===== src/rtl/pm_wake_pkg.sv =====
// Shared types for the power-state wake controller.
// Assumes a 32-bit configuration data path.
package pm_wake_pkg;
    typedef enum logic [1:0] {
        PS_D0    = 2'b00,
        PS_D1    = 2'b01,
        PS_D2    = 2'b10,
        PS_D3HOT = 2'b11
    } pwr_state_e;

    localparam int          CFG_DW    = 32;
    localparam logic [7:0]  CAP_ID_PM = 8'h01;
    // Capability word upper half: version 2, D1/D2 supported, wake from D0..D3hot.
    localparam logic [15:0] PM_CAPS   = {1'b0, 4'b1111, 1'b1, 1'b1, 6'b0, 3'b010};
endpackage


===== src/rtl/pm_wake_capture.sv =====
// Wake capture: an asynchronous set latch catches a wake event with no clock
// running, a synchroniser brings it into clk, and an edge detector emits
// one pulse per capture. Assumes SYNC_STAGES >= 2 and wake inputs glitch-free.
module pm_wake_capture #(
    parameter int SYNC_STAGES = 2
) (
    input  logic clk,
    input  logic rst_n,
    input  logic arm,         // wake enable
    input  logic wake_evt,    // resume or connect change, asynchronous
    input  logic clr,         // synchronous clear of the latch
    output logic latched_o,
    output logic wake_pulse_o
);
    logic                   set_async;
    logic                   latch_q;
    logic [SYNC_STAGES-1:0] sync_q;
    logic                   prev_q;

    assign set_async = arm & wake_evt;

    // Latch: set asynchronously by an armed event, cleared on a clock edge.
    always_ff @(posedge clk or posedge set_async) begin
        if (set_async)
            latch_q <= 1'b1;
        else if (!rst_n || clr)
            latch_q <= 1'b0;
    end

    // Synchroniser chain carrying the latch into the clk domain.
    always_ff @(posedge clk) begin
        if (!rst_n)
            sync_q <= '0;
        else
            sync_q <= {sync_q[SYNC_STAGES-2:0], latch_q};
    end

    // Previous synchronised value for rising-edge detection.
    always_ff @(posedge clk) begin
        if (!rst_n)
            prev_q <= 1'b0;
        else
            prev_q <= sync_q[SYNC_STAGES-1];
    end

    assign latched_o    = latch_q;
    assign wake_pulse_o = sync_q[SYNC_STAGES-1] & ~prev_q;
endmodule


===== src/rtl/pm_clk_seq.sv =====
// Clock-gate and transceiver sequencer. Derives both enables from the power
// state and, on return to full power, holds the transceiver off until the
// clock has run for SETTLE cycles. Assumes SETTLE >= 1.
module pm_clk_seq
    import pm_wake_pkg::*;
#(
    parameter int SETTLE = 8
) (
    input  logic       clk,
    input  logic       rst_n,
    input  pwr_state_e state,
    output logic       clk48_en,
    output logic       xcvr_en
);
    localparam int CNT_W = $clog2(SETTLE + 1);

    logic             want_clk;
    logic             want_xcvr;
    logic [CNT_W-1:0] cnt_q;

    assign want_clk  = (state == PS_D0) || (state == PS_D1);
    assign want_xcvr = (state != PS_D3HOT);

    // Settle counter: loaded when the clock gate opens, counts down to zero.
    always_ff @(posedge clk) begin
        if (!rst_n)
            cnt_q <= '0;
        else if (want_clk && !clk48_en)
            cnt_q <= CNT_W'(SETTLE - 1);
        else if (cnt_q != '0)
            cnt_q <= cnt_q - 1'b1;
    end

    // Enable registers: clock follows state, transceiver waits for settle.
    always_ff @(posedge clk) begin
        if (!rst_n) begin
            clk48_en <= 1'b1;
            xcvr_en  <= 1'b1;
        end else begin
            clk48_en <= want_clk;
            xcvr_en  <= want_xcvr &&
                        (xcvr_en || !want_clk || (clk48_en && cnt_q == '0));
        end
    end
endmodule


===== src/rtl/pm_cfg_regs.sv =====
// Configuration registers of the capability: power state, wake enable and
// sticky wake status, plus the read decode of pointer, status bit and
// capability header. Assumes single-dword accesses without byte enables.
module pm_cfg_regs
    import pm_wake_pkg::*;
#(
    parameter int ADDR_W = 6,
    parameter int CAP_DW = 16
) (
    input  logic              clk,
    input  logic              rst_n,
    input  logic              hide,
    input  logic              cfg_wr,
    input  logic [ADDR_W-1:0] cfg_addr,
    input  logic [CFG_DW-1:0] cfg_wdata,
    output logic [CFG_DW-1:0] cfg_rdata,
    input  logic              wake_pulse,
    output pwr_state_e        state_o,
    output logic              pme_en_o,
    output logic              pme_sts_o,
    output logic              sts_clr_o
);
    localparam logic [ADDR_W-1:0] A_STATUS = ADDR_W'(1);
    localparam logic [ADDR_W-1:0] A_PTR    = ADDR_W'(13);
    localparam logic [ADDR_W-1:0] A_CAP    = ADDR_W'(CAP_DW);
    localparam logic [ADDR_W-1:0] A_CSR    = ADDR_W'(CAP_DW + 1);
    localparam logic [7:0]        PTR_VAL  = 8'(CAP_DW * 4);

    logic wr_csr;
    logic unused_wdata;

    assign wr_csr       = cfg_wr && !hide && (cfg_addr == A_CSR);
    assign sts_clr_o    = wr_csr && cfg_wdata[15];
    assign unused_wdata = ^{cfg_wdata[31:16], cfg_wdata[14:9], cfg_wdata[7:2]};

    // State, enable and sticky status; held at reset values while hidden.
    always_ff @(posedge clk) begin
        if (!rst_n || hide) begin
            state_o   <= PS_D0;
            pme_en_o  <= 1'b0;
            pme_sts_o <= 1'b0;
        end else begin
            if (wr_csr) begin
                state_o  <= pwr_state_e'(cfg_wdata[1:0]);
                pme_en_o <= cfg_wdata[8];
            end
            if (wake_pulse)
                pme_sts_o <= 1'b1;
            else if (sts_clr_o)
                pme_sts_o <= 1'b0;
        end
    end

    // Read decode; everything reads zero while the capability is hidden.
    always_comb begin
        cfg_rdata = '0;
        if (!hide) begin
            unique case (cfg_addr)
                A_STATUS: cfg_rdata[20]   = 1'b1;
                A_PTR:    cfg_rdata[7:0]  = PTR_VAL;
                A_CAP:    cfg_rdata       = {PM_CAPS, 8'h00, CAP_ID_PM};
                A_CSR:    cfg_rdata       = {16'h0, pme_sts_o, 6'h0, pme_en_o,
                                             6'h0, state_o};
                default:  cfg_rdata       = '0;
            endcase
        end
    end
endmodule


===== src/rtl/pm_wake_ctrl.sv =====
// Top of the power-state wake controller: joins register file, wake capture
// and clock sequencer, and forms the wake and resume outputs.
// Assumes the strap is static except across a reset-like transition.
module pm_wake_ctrl
    import pm_wake_pkg::*;
#(
    parameter int ADDR_W      = 6,
    parameter int CAP_DW      = 16,
    parameter int SETTLE      = 8,
    parameter int SYNC_STAGES = 2
) (
    input  logic              clk,
    input  logic              rst_n,
    input  logic              strap_hide,
    input  logic              cfg_wr,
    input  logic [ADDR_W-1:0] cfg_addr,
    input  logic [31:0]       cfg_wdata,
    output logic [31:0]       cfg_rdata,
    input  logic              resume_det,
    input  logic              conn_chg,
    output logic              clk48_en,
    output logic              xcvr_en,
    output logic              async_resume_en,
    output logic              resume_drive,
    output logic              pme_n
);
    pwr_state_e state_q;
    logic       pme_en_q;
    logic       pme_sts_q;
    logic       sts_clr;
    logic       wake_pulse;
    logic       wake_latched;

    pm_cfg_regs #(.ADDR_W(ADDR_W), .CAP_DW(CAP_DW)) u_regs (
        .clk(clk), .rst_n(rst_n), .hide(strap_hide),
        .cfg_wr(cfg_wr), .cfg_addr(cfg_addr), .cfg_wdata(cfg_wdata),
        .cfg_rdata(cfg_rdata), .wake_pulse(wake_pulse),
        .state_o(state_q), .pme_en_o(pme_en_q), .pme_sts_o(pme_sts_q),
        .sts_clr_o(sts_clr)
    );

    pm_wake_capture #(.SYNC_STAGES(SYNC_STAGES)) u_capture (
        .clk(clk), .rst_n(rst_n), .arm(pme_en_q),
        .wake_evt(resume_det | conn_chg), .clr(sts_clr | ~pme_en_q),
        .latched_o(wake_latched), .wake_pulse_o(wake_pulse)
    );

    pm_clk_seq #(.SETTLE(SETTLE)) u_seq (
        .clk(clk), .rst_n(rst_n), .state(state_q),
        .clk48_en(clk48_en), .xcvr_en(xcvr_en)
    );

    assign async_resume_en = pme_en_q &&
                             ((state_q == PS_D2) || (state_q == PS_D3HOT));
    assign resume_drive    = wake_latched & async_resume_en;
    assign pme_n           = ~(pme_sts_q & pme_en_q);
endmodule


===== config.mk =====
export PLATFORM = sky130hd
export DESIGN_NAME = pm_wake_ctrl
export DESIGN_NICKNAME = d
export VERILOG_FILES = /design/src/rtl/pm_wake_pkg.sv /design/src/rtl/pm_wake_capture.sv /design/src/rtl/pm_clk_seq.sv /design/src/rtl/pm_cfg_regs.sv /design/src/rtl/pm_wake_ctrl.sv
export SDC_FILE = /design/constraint.sdc
export NUM_CORES = 1
export LEC_CHECK = 0
export CAP_MARGIN = 20
export CORE_MARGIN = 2
export CORE_UTILIZATION = 49
export CTS_CLUSTER_DIAMETER = 80
export DETAILED_ROUTE_END_ITERATION = 16
export DONT_BUFFER_PORTS = 1
export MAX_ROUTING_LAYER = met4
export PLACE_DENSITY_LB_ADDON = 0.3
export SLEW_MARGIN = 0
export SYNTH_ARGS = -nofsm -noshare
export SYNTH_HDL_FRONTEND = slang
export SYNTH_HIERARCHICAL = 1
export SYNTH_SLANG_ARGS = --single-unit

===== constraint.sdc =====
create_clock -name clk -period 1.6 [get_ports clk]
set_input_delay 0.16 -clock clk [delete_from_list [all_inputs] [get_ports clk]]
set_output_delay 0.16 -clock clk [all_outputs]
set_load 0.005 [all_outputs]

# Word-level counts from Yosys, hierarchy flattened
# Cells that the tools add are included.
[totals] reg_bits=14 output_inout_bits=37
[classes] n_addsub=1 n_eq_ne=8 mux=9 bitwise=10 n_reduce_logical=23
[op_table] op="2-to-1 mux 32 bit" n=1
[op_table] op="one-hot mux 7 bit (3 select lines)" n=1
[op_table] op="one-hot mux 10 bit (2 select lines)" n=1
[op_table] op="== test 6 x 5 -> 1 bit, second input constant" n=2
[op_table] op="2-to-1 mux 10 bit" n=1
[op_table] op="logical AND 1 bit" n=7
[op_table] op="== test 6 x 1 -> 1 bit, second input constant" n=1
[op_table] op="== test 6 x 4 -> 1 bit, second input constant" n=1
[op_table] op="logical OR 1 bit" n=6
[op_table] op="2-to-1 mux 3 bit" n=2
[op_table] op="AND 1 bit" n=4
[op_table] op="== test 2 bit, second input constant" n=2
[op_table] op="zero test 1 bit" n=4
[op_table] op="zero test 4 bit" n=1
[op_table] op="NOT 1 bit" n=4
[op_table] op="nonzero test 2 bit" n=2
[op_table] op="nonzero test 4 bit" n=1
[op_table] op="subtractor 4 x 1 -> 4 bit, second input constant" n=1
[op_table] op="2-to-1 mux 1 bit" n=3
[op_table] op="== test 2 x 1 -> 1 bit, second input constant" n=1
[op_table] op="zero test 2 bit" n=1
[op_table] op="!= test 2 bit, second input constant" n=1
[op_table] op="bitwise OR 1 bit" n=2
[op_table] op="OR reduction 2 bit" n=1

# Logic depth before layout (Yosys ltp)
# Gate-level depths: netlist of run 1.
[logic_depth] ltp_word=6 mapped_depth=6 mapped_depth_nobuf=5

# Hierarchy
# Netlist of run 1, hierarchy kept.
[by_module_without_submodules] mod="pm_cfg_regs" instances=1 cells_each=61 area_each_um2=471.7 seq_area_each_um2=80.1
[by_module_without_submodules] mod="pm_clk_seq" instances=1 cells_each=28 area_each_um2=289.0 seq_area_each_um2=120.1
[by_module_without_submodules] mod="pm_wake_capture" instances=1 cells_each=10 area_each_um2=127.6 seq_area_each_um2=86.3
[by_module_without_submodules] mod="pm_wake_ctrl" instances=1 cells_each=5 area_each_um2=30.0 seq_area_each_um2=0.0

# Least setup slack after synthesis of run 1
# OpenSTA, ideal clock, no wires.
[synth_timing] path_kind="input -> output" start="in cfg_addr[3]" end="out cfg_rdata[26]" t_arrival_ps=1444 path_slack_ps=-4 cell_stages=4 path_buffers=1 path_cell_list="or3b_4 or4_4 nor2_1 buf_4"
[synth_between] elab_chain_cells=3
[synth_rtl] element="start: declaration" line="pm_wake_ctrl.sv:16" rtl="input logic [ADDR_W-1:0] cfg_addr,"
[synth_rtl] element="== test 6 x 5 -> 1 bit" line="pm_cfg_regs.sv:58" rtl="unique case (cfg_addr)"
[synth_rtl] element="2-to-1 mux 10 bit" line="pm_cfg_regs.sv:58"
[synth_rtl] element="2-to-1 mux 32 bit" line="pm_cfg_regs.sv:57" rtl="if (!hide) begin"
[synth_rtl] element="end: declaration" line="pm_wake_ctrl.sv:18" rtl="output logic [31:0] cfg_rdata,"
# Every way passes these cells.

# Worst setup path after layout of run 1
# Same ends and word-level chain as after synthesis.

==> impl_results.md, run 1 <==
* Status: completed
* Utilization after layout at 52.54%
* Worst-Skew Late Latency at 270 ps
* DRT iter0 DRCs at 13
* Synth-to-layout area growth at -0.1362%
* Final hold violations at 0
* Vias in the first global route at 549
* Setup TNS at 0 ps
* Post-DP HPWL at 1.214 mm
* Seq/Total Area, Yosys at 31.20%
* Max-slew violation count at 0
* Crit. End Element: output pin
* Synth Instances at about 100
* Pwr Density at roughly 1000 mW/mm²
* Async S/R FF share, synth at approximately 7.1%
* Root Driver: clkbuf_4
* Hold WC Path Type: in -> reg
* Pre-Repair DR Iteration Count at 4
* Ys Warns at 6
* Maxcap violations at 0
* Post-CTS Setup Bufs at 0
* Core area at 0.001745 mm²
* Final setup fails at 0
* Port Buffer Count at 0
* Top-Level Pins at 81
* WHS Path Cells at 1
* Tot Pwr at about 0.94 mW
* H-tree level count at 1
* RD Place Congestion at a little under 0.8
* WP data required at 1440 ps
* Kind of critical path: in -> out
* Wire per inst at 11.80 µm
* Fmax at between 0.6 and 0.7 GHz
* DIE AREA at 0.002236 mm²
* Inserted Clock Buffers at 3
* Largest net degree at the start of global routing at 9
* Final period utilization at 92.45%
* Worst Max-Slew Pin Slew at 514.3 ps
* Reg2Reg Depth at 5
* Synth Flop Type: dfxtp_1
* Slew headroom at between 60% and 70%
* Vias per cell at 4.992
* Netlist area before placement at ~920 µm²
* Static leakage at around 0.38 nW
* Startpoint Class: input pin
* Diode count at 0
* Unrepaired setup endpoints after global routing: no
* Initial Util at 52.62%
* Number of synthesized flops with an enable pin at 0
* Clock Tree Buf Depth at 2
* Clock Skews at 4.344 ps
* Share of layout cells above drive strength 1 at 14.95%
* DRC viols at 0
* GRT Resource Usage Total at ~14%
* Synth unique cells at 38
* Die Y at 47.29 µm
* Total gr overflow at 0
* Seq cells post-synth at 14
* Initial antenna violation count at 0
* Fin Hold WS at 15.49 ps
* Final Net Count at around 150
* Die W at 47.29 µm
* VDD IR max at 0.5328 mV
* Rows at 15
* Syn_area_per_cell at 8.831 µm²
* Drt total wl at 1.557 mm
* Minimum clock period at around 1500 ps
* Worst EP arrival at around 1300 ps
* Clock Pin Slew Worst Setup and Hold Paths at 80 ps
* Crit path max fanout at 6
* Clock sink count at 14
* Via count at 659
* CTS tree: done
* Final antenna-violating net count at 0
* First-pass GRT wire length at ~2.2 mm
## cell type report
type | count | area (µm²)
multi-input cells | 76 | 491.7
repair buffers | 6 | 55.05
inverters | 7 | 26.28
well taps | 25 | 31.28
flip-flops and latches | 14 | 286.5
clock buffers | 4 | 26.28
fillers | 169 | 828.3
## logic make-up (layout without fill, tap and decap cells)
group / after synthesis / after routing / synth area share, %
compound gates: 16 / 16 / 12.67
xor+xnor: 2 / 2 / 1.908
fa+ha+maj: 2 / 2 / 2.724
buf+inv: 32 / 17 / 22.89
flops: 14 / 14 / 31.20
mux: 1 / 1 / 1.090
other cells: 1 / 19 / 0.4083
simple gates: 36 / 36 / 27.11
## cell usage after synthesis (all sizes together) (2+ instances only)
master / instances / area share [%]
dfxtp: 13 / 28
xnor2: 2 / 1.9
and2: 5 / 4.0
a21boi: 4 / 3.3
nor4b: 2 / 2.6
nor2: 4 / 1.6
o31ai: 3 / 2.5
nand2: 4 / 1.6
inv: 7 / 2.9
nor2b: 2 / 1.4
a21oi: 2 / 1.5
ha: 2 / 2.7
nor3: 2 / 1.1
buf: 24 / 20
o21ai: 2 / 1.1
nor3b: 2 / 2.9
and3: 5 / 3.4
nand4: 3 / 2.0
o21a: 2 / 1.6
## cell usage in the layout, fill, tap and decap left out, drive strengths merged, types with 2 or more instances in the layout
master / count
nor2: 4
and2: 5
o21a: 2
nor3b: 2
o31ai: 3
nand2: 4
nor4b: 2
nor3: 2
clkbuf: 4
nand4: 3
a21boi: 4
nor2b: 2
a21oi: 2
buf: 2
o21ai: 2
xnor2: 2
conb: 19
ha: 2
and3: 5
dlygate4sd3: 4
dfxtp: 13
inv: 7
## registers in the layout, indices dropped and copies added, names as in the netlist
register             flops
u_capture/prev_q         1
u_regs/state_o           2
u_seq/cnt_q              4
u_seq/xcvr_en            1
u_seq/clk48_en           1
u_regs/pme_sts_o         1
u_capture/sync_q         2
u_regs/pme_en_o          1
u_capture/latched_o      1
## power by group
part           total, mW  switching [mW]  internal (mW)
Sequential         0.433          0.0422          0.390
Clock              0.203           0.107         0.0964
Combinational      0.308           0.138          0.170
Total              0.944           0.287          0.657
## critical path: stages
cell	delay [ps]
or3b_4	410
or4_4	450
nor2_2	300
## worst paths after layout
| check | from | end | slack (ps) |
|---|---|---|---|
| setup / recovery | cfg_addr[3] | cfg_rdata[26] | 120 |
| hold / removal | cfg_wdata[15] | u_regs/pme_sts_o | 20 |
| setup reg to reg | u_seq/cnt_q[0] | u_seq/cnt_q[1] | 320 |
| hold reg to reg | u_regs/pme_en_o | u_capture/latched_o | 310 |
| max in group asynchronous | resume_det | u_capture/latched_o | 510 |
| min in group asynchronous | u_regs/pme_en_o | u_capture/latched_o | 310 |
## through the flow
stage                     std cells  instance area [µm²]  worst slack (ps)
after global routing            132                917.1             33.00
after floorplan                 122                988.4             94.91
after detailed placement        124                850.8             113.9
after global placement          124                850.8             114.2
after CTS                       132                917.1             113.6
final                           132                917.1             120.9
## repair_timing
action | in CTS | in global routing
hold buffers | 4 | 0
endpoints found under the hold margin | 6 | 0
gates resized for setup | 0 | 0
## routing by layer
| layer | track usage [%] | up-vias | wire [µm] |
|---|---|---|---|
| li1 | - | 322 | - |
| met1 | 17.74 | 300 | 612 |
| met2 | 22.70 | 37 | 791 |
| met3 | 7.308 | 0 | 153 |
| met4 | 0 | 0 | 0 |
| met5 | - | - | 0 |
Note: power is estimated with default switching activity, not from simulation.
==> run 2, diff against run 1 <==
Settings changed: CORE_UTILIZATION 49 to 54.
==> run 2 against run 1 <==
- sequential cell count did not move
- first-iteration DRC count fell by 31%
- global-route usage rose by 2.9 points
- sequential power barely moved
- critical endpoint is now cfg_rdata[29]
==> impl_results.md, run 2 (synthesis gave the netlist of run 1 again) <==
* Status: completed (unchanged)
* Root Driver: clkbuf_4 (unchanged)
* Largest net degree at the start of global routing at 10 (was 9)
* Max FFs per register at 4 (unchanged)
* Fin Hold WS at 0.1053 ps (was 15.49 ps)
* Hold WC Path Type: in -> reg (unchanged)
* Clock Tree Buf Depth at 2 (unchanged)
* Top-Level Pins at 81 (unchanged)
* VDD IR max at 0.6118 mV (was 0.5328 mV)
* Pwr Density at 1050 mW/mm² (was 1029 mW/mm²)
* Post-CTS Resized at 0 (unchanged)
* Startpoint Class: input pin (unchanged)
* DIE AREA at 0.002047 mm² (was 0.002236 mm²)
* Clock Skews at 9.121 ps (was 4.344 ps)
* Wire per inst at 12.90 µm (was 11.80 µm)
* Slew headroom at 63.56% (was 65.64%)
* Max-slew violation count at 0 (unchanged)
* Maxcap violations at 0 (unchanged)
* Kind of critical path: in -> out (unchanged)
* Share of layout cells above drive strength 1 at 14.95% (unchanged)
* Final Net Count at 154 (unchanged)
* Via count at 659 (unchanged)
* Port Buffer Count at 0 (unchanged)
* DRT iter0 DRCs at 9 (was 13)
* Rows at 14 (was 15)
* Vias per cell at 5.358 (was 4.992)
* DRC viols at 0 (unchanged)
* Clock Pin Slew Worst Setup and Hold Paths at 90 ps (was 80 ps)
* Area of the multi-input gates at 491.7 µm² (unchanged)
* Total gr overflow at 0 (unchanged)
* Diode count at 0 (unchanged)
* RD Place Congestion at 0.7649 (was 0.7703)
* Initial Util at 58.91% (was 52.62%)
* Reg with most FFs: u_seq/cnt_q (unchanged)
* Fmax at 0.6720 GHz (was 0.6761 GHz)
* Initial antenna violation count at 0 (unchanged)
* Post-DP HPWL at 1.221 mm (was 1.214 mm)
* Final period utilization at 93.01% (was 92.45%)
* Worst Max-Slew Pin Slew at 545.5 ps (was 514.3 ps)
* Commonest non-fill, non-tap cells in the layout: conb_1, dfxtp_1, inv_1 (unchanged)
* Pre-Repair DR Iteration Count at 4 (unchanged)
* Commonest non-fill, non-tap cell in the layout: conb_1 (unchanged)
* Die Y at 45.24 µm (was 47.29 µm)
* Layout Cells excl Fill at 123 (was 132)
* CTS tree: done (unchanged)
* # fillers at 145 (was 169)
* H-tree level count at 1 (unchanged)
* Drt total wl at 1.587 mm (was 1.557 mm)
* Vias in the first global route at 632 (was 549)
* Crit. End Element: output pin (unchanged)
* Final antenna-violating net count at 0 (unchanged)
* Crit path max fanout at 6 (unchanged)
* Worst EP arrival at 1330 ps (was 1320 ps)
* Core area at 0.001559 mm² (was 0.001745 mm²)
* WP data required at 1440 ps (about the same)
* Minimum clock period at 1488 ps (was 1479 ps)
* Worst-Skew Late Latency at 280 ps (was 270 ps)
* Inserted Clock Buffers at 3 (unchanged)
* Static leakage at 0.3793 nW (unchanged)
* DP Cell Count at 115 (was 124)
* First-pass GRT wire length at 2.504 mm (was 2.228 mm)
* Final hold violations at 0 (unchanged)
* Unrepaired setup endpoints after global routing: no (unchanged)
* Clock sink count at 14 (unchanged)
* Largest regs: u_seq/cnt_q: 4 flops, u_capture/sync_q: 2 flops, u_regs/state_o: 2 flops (unchanged)
* Final setup fails at 0 (unchanged)
* R2R setup slack at 310 ps (was 320 ps)
* Die W at 45.24 µm (was 47.29 µm)
* Sequential cell area at 286.5 µm² (unchanged)
* Synth-to-layout area growth at -1.362% (was -0.1362%)
* Setup TNS at 0 ps (unchanged)
* GRT Resource Usage Total at 17.36% (was 14.47%)
-- run 2: cell type report --
type	count	share of cell area [%]
Clock buffer	4	2.901
Sequential cell	14	31.63
Inverter	7	2.901
Tap cell	16	2.210
Multi-Input combinational cell	76	54.28
Timing Repair Buffer	6	6.077
-- run 2: what timing repair did --
| item | 4_1_cts | 5_1_grt |
|---|---|---|
| setup buffers | 0 | 0 |
| hold buffers | 3 | 1 |
| endpoints found under the setup margin | 0 | 0 |
| hold endpoints to repair | 4 | 2 |
-- run 2: path summary, 6_finish.rpt --
path,to,from,depth (start not counted)
min in group asynchronous,u_capture/latched_o,u_regs/pme_en_o,1
max in group asynchronous,u_capture/latched_o,resume_det,4
worst min register to register,u_capture/latched_o,u_regs/pme_en_o,1
worst min-delay path,u_regs/pme_sts_o,cfg_wr,1
worst max register to register,u_seq/xcvr_en,u_seq/cnt_q[0],5
worst max-delay path,cfg_rdata[29],cfg_addr[3],3
-- run 2: stage by stage --
stage | setup WS, ps | power, mW | instance area (µm²) | util [%]
2_1_floorplan | 94.91 | 0.7379 | 988.4 | -
5_1_grt | 34.32 | 1.013 | 905.9 | 58.11
3_3_place_gp | 116.3 | 0.7316 | 839.6 | 53.85
3_5_place_dp | 108.6 | 0.7406 | 839.6 | 53.85
4_1_cts | 105.0 | 0.9509 | 895.9 | 57.46
6_report | 111.8 | 0.9512 | 905.9 | 58.11
-- run 2: power breakdown --
part	leakage [nW]	internal [mW]	switching, mW
clock network	0.0150	0.0967	0.111
logic	0.249	0.170	0.140
registers	0.116	0.390	0.0429
total	0.379	0.657	0.294
-- run 2: worst max-delay path: stages --
cell and delay [ps]:
or3b_4 410, or4_4 450, nor2_2 310
-- run 2: layer usage --
layer / track usage (%) / wire length [µm]
met1: 18.77 / 662
met2: 30.29 / 816
met3: 6.400 / 108
met4: 3.529 / 0
met5: - / 0
==> run 3, diff against run 2 <==
==> constraint.sdc (replaced) <==
create_clock -name clk -period 1.6 [get_ports clk]
set_input_delay 0.24 -clock clk [delete_from_list [all_inputs] [get_ports clk]]
set_output_delay 0.24 -clock clk [all_outputs]
set_load 0.005 [all_outputs]
==> run 3 against run 2 <==
- first-iteration DRC count is 33% lower
- sequential power barely moved
- register-to-register slack hardly changed
- design area fell by 1.9%
- cell count shrank 2.4%
- clock skew fell by 4.0 ps
- non-clock buffer count shrank 3
- clock-buffer cell count stayed put
- global-route usage fell by 0.87 points
- largest cell class unchanged
==> impl_results.md, run 3 (synthesis gave the netlist of run 1 again) <==
* Status: completed (unchanged)
* Pwr Density at 1118 mW/mm² (was 1050 mW/mm²)
* RD Place Congestion at 0.7527 (was 0.7649)
* # fillers at 154 (was 145)
* Worst EP arrival at 1290 ps (was 1330 ps)
* Core area at 0.001559 mm² (unchanged)
* Final Net Count at 151 (was 154)
* Clock sink count at 14 (unchanged)
* VDD IR max at 0.7234 mV (was 0.6118 mV)
* Post-CTS Setup Bufs at 0 (unchanged)
* Die Y at 45.24 µm (unchanged)
* Synth-to-layout area growth at -3.270% (was -1.362%)
* Post-DP HPWL at 1.189 mm (was 1.221 mm)
* Kind of critical path: in -> out (unchanged)
* Reg2reg start: u_seq/cnt_q[0] (unchanged)
* Met1 Use GR at 19.46% (was 18.77%)
* Fmax at 0.6557 GHz (was 0.6720 GHz)
* Wire per inst at 12.44 µm (was 12.90 µm)
* Final period utilization at 95.32% (was 93.01%)
* Minimum clock period at 1525 ps (was 1488 ps)
* Fin Hold WS at 26.49 ps (was 0.1053 ps)
* Initial Util at 58.91% (unchanged)
* Met2 Resource Use GR at 26.86% (was 30.29%)
* Met3 Use GR at 6.000% (was 6.400%)
* Drt total wl at 1.493 mm (was 1.587 mm)
* Diode count at 0 (unchanged)
* Die W at 45.24 µm (unchanged)
* WP data required at 1360 ps (was 1440 ps)
* Worst-Skew Late Latency at 280 ps (about the same)
* Rows at 14 (unchanged)
* Max-slew violation count at 0 (unchanged)
* DIE AREA at 0.002047 mm² (unchanged)
* Clock Skews at 5.071 ps (was 9.121 ps)
* CTS tree: done (unchanged)
* Total gr overflow at 0 (unchanged)
* Root Driver: clkbuf_4 (unchanged)
* Crit path max fanout at 6 (unchanged)
* Pre-Repair DR Iteration Count at 4 (unchanged)
* Setup TNS at 0 ps (unchanged)
* Vias in the first global route at 602 (was 632)
* Unrepaired setup endpoints after global routing: no (unchanged)
* Static leakage at 0.3746 nW (was 0.3793 nW)
* Top-Level Pins at 81 (unchanged)
* Startpoint Class: input pin (unchanged)
* Via count at 638 (was 659)
* WHS Path Cells at 1 (unchanged)
* Largest net degree at the start of global routing at 12 (was 10)
* GRT Resource Usage Total at 16.50% (was 17.36%)
* Post-CTS Resized at 0 (unchanged)
* Vias per cell at 5.317 (was 5.358)
* Initial antenna violation count at 0 (unchanged)
* Clock Tree Buf Depth at 2 (unchanged)
* Area after DPL at 852.1 µm² (was 839.6 µm²)
* Max FFs per register at 4 (unchanged)
* First-pass GRT wire length at 2.380 mm (was 2.504 mm)
* Port Buffer Count at 0 (unchanged)
* Reg with most FFs: u_seq/cnt_q (unchanged)
* Top Usage Layer GRT: met2 (unchanged)
* Tot Pwr at 0.9930 mW (was 0.9512 mW)
* R2R setup slack at 300 ps (was 310 ps)
* Clock Pin Slew Worst Setup and Hold Paths at 80 ps (was 90 ps)
* Commonest non-fill, non-tap cell in the layout: conb_1 (unchanged)
* Sink of the worst hold path: u_seq/clk48_en (was u_regs/pme_sts_o)
* Commonest non-fill, non-tap cells in the layout: conb_1, dfxtp_1, inv_1 (unchanged)
* Design area at 888.4 µm² (was 905.9 µm²)
* Utilization after layout at 56.98% (was 58.11%)
* Slew headroom at 61.68% (was 63.56%)
* Final setup fails at 0 (unchanged)
* Min-Delay Startpoint: rst_n (was cfg_wr)
* Hold_buf cts at 0 (was 3)
* Final antenna-violating net count at 0 (unchanged)
* Crit. End Element: output pin (unchanged)
* Inserted Clock Buffers at 3 (unchanged)
* Hold WC Path Type: in -> reg (unchanged)
* Worst Max-Slew Pin Slew at 573.6 ps (was 545.5 ps)
* R2r endpoint: u_seq/cnt_q[1] (was u_seq/xcvr_en)
* Final hold violations at 0 (unchanged)
* H-tree level count at 1 (unchanged)
* Share of layout cells above drive strength 1 at 17.31% (was 14.95%)
* DRT iter0 DRCs at 6 (was 9)
* Maxcap violations at 0 (unchanged)
* Largest regs: u_seq/cnt_q: 4 flops, u_capture/sync_q: 2 flops, u_regs/state_o: 2 flops (unchanged)
* DRC viols at 0 (unchanged)
* Reg2Reg Depth at 5 (unchanged)
-- run 3: cell count changes in the layout (fill, tap and decap cells not counted), sizes merged --
| cell | change |
|---|---|
| buf | +1 |
| dlygate4sd3 | -4 |
-- run 3: routing by layer --
metal	vias up	routed length, µm
met3	0	112
met1	292	653
met5	-	0
met4	0	0
li1	314	-
met2	32	727
-- run 3: critical path: stages --
cell	delay, ps
or3b_4	380
or4_4	460
nor2_4	210
-- run 3: layout make-up --
type | instances | area (µm²) | area share, %
clock buffer | 4 | 36.28 | 4.085
inverter | 7 | 26.28 | 2.958
multi-input combinational | 76 | 496.7 | 55.92
sequential | 14 | 286.5 | 32.25
tap | 16 | 20.02 | 2.254
timing repair buffer | 3 | 22.52 | 2.535
-- run 3: worst max-delay path by stage --
stage                startpoint       endpoint  slack, ps  cells past startpoint
floorplan           cfg_addr[3]  cfg_rdata[26]        -10                      4
global route        cfg_addr[3]  cfg_rdata[26]         20                      3
global placement    cfg_addr[3]  cfg_rdata[29]         80                      3
finish              cfg_addr[3]  cfg_rdata[29]         70                      3
CTS                 cfg_addr[3]  cfg_rdata[29]         70                      3
detailed placement  cfg_addr[3]  cfg_rdata[29]         70                      3
-- run 3: through the flow --
| step | worst slack, ps | std cells |
|---|---|---|
| 2_1_floorplan | -9.524 | 122 |
| 3_3_place_gp | 75.90 | 116 |
| 3_5_place_dp | 72.40 | 116 |
| 4_1_cts | 70.26 | 120 |
| 5_1_grt | 24.66 | 120 |
| 6_report | 74.84 | 120 |
-- run 3: power by group --
| part | internal [mW] | total, mW | switching, mW |
|---|---|---|---|
| Clock | 0.139 | 0.255 | 0.116 |
| Sequential | 0.390 | 0.432 | 0.0411 |
| Combinational | 0.165 | 0.307 | 0.141 |
| Total | 0.694 | 0.993 | 0.299 |
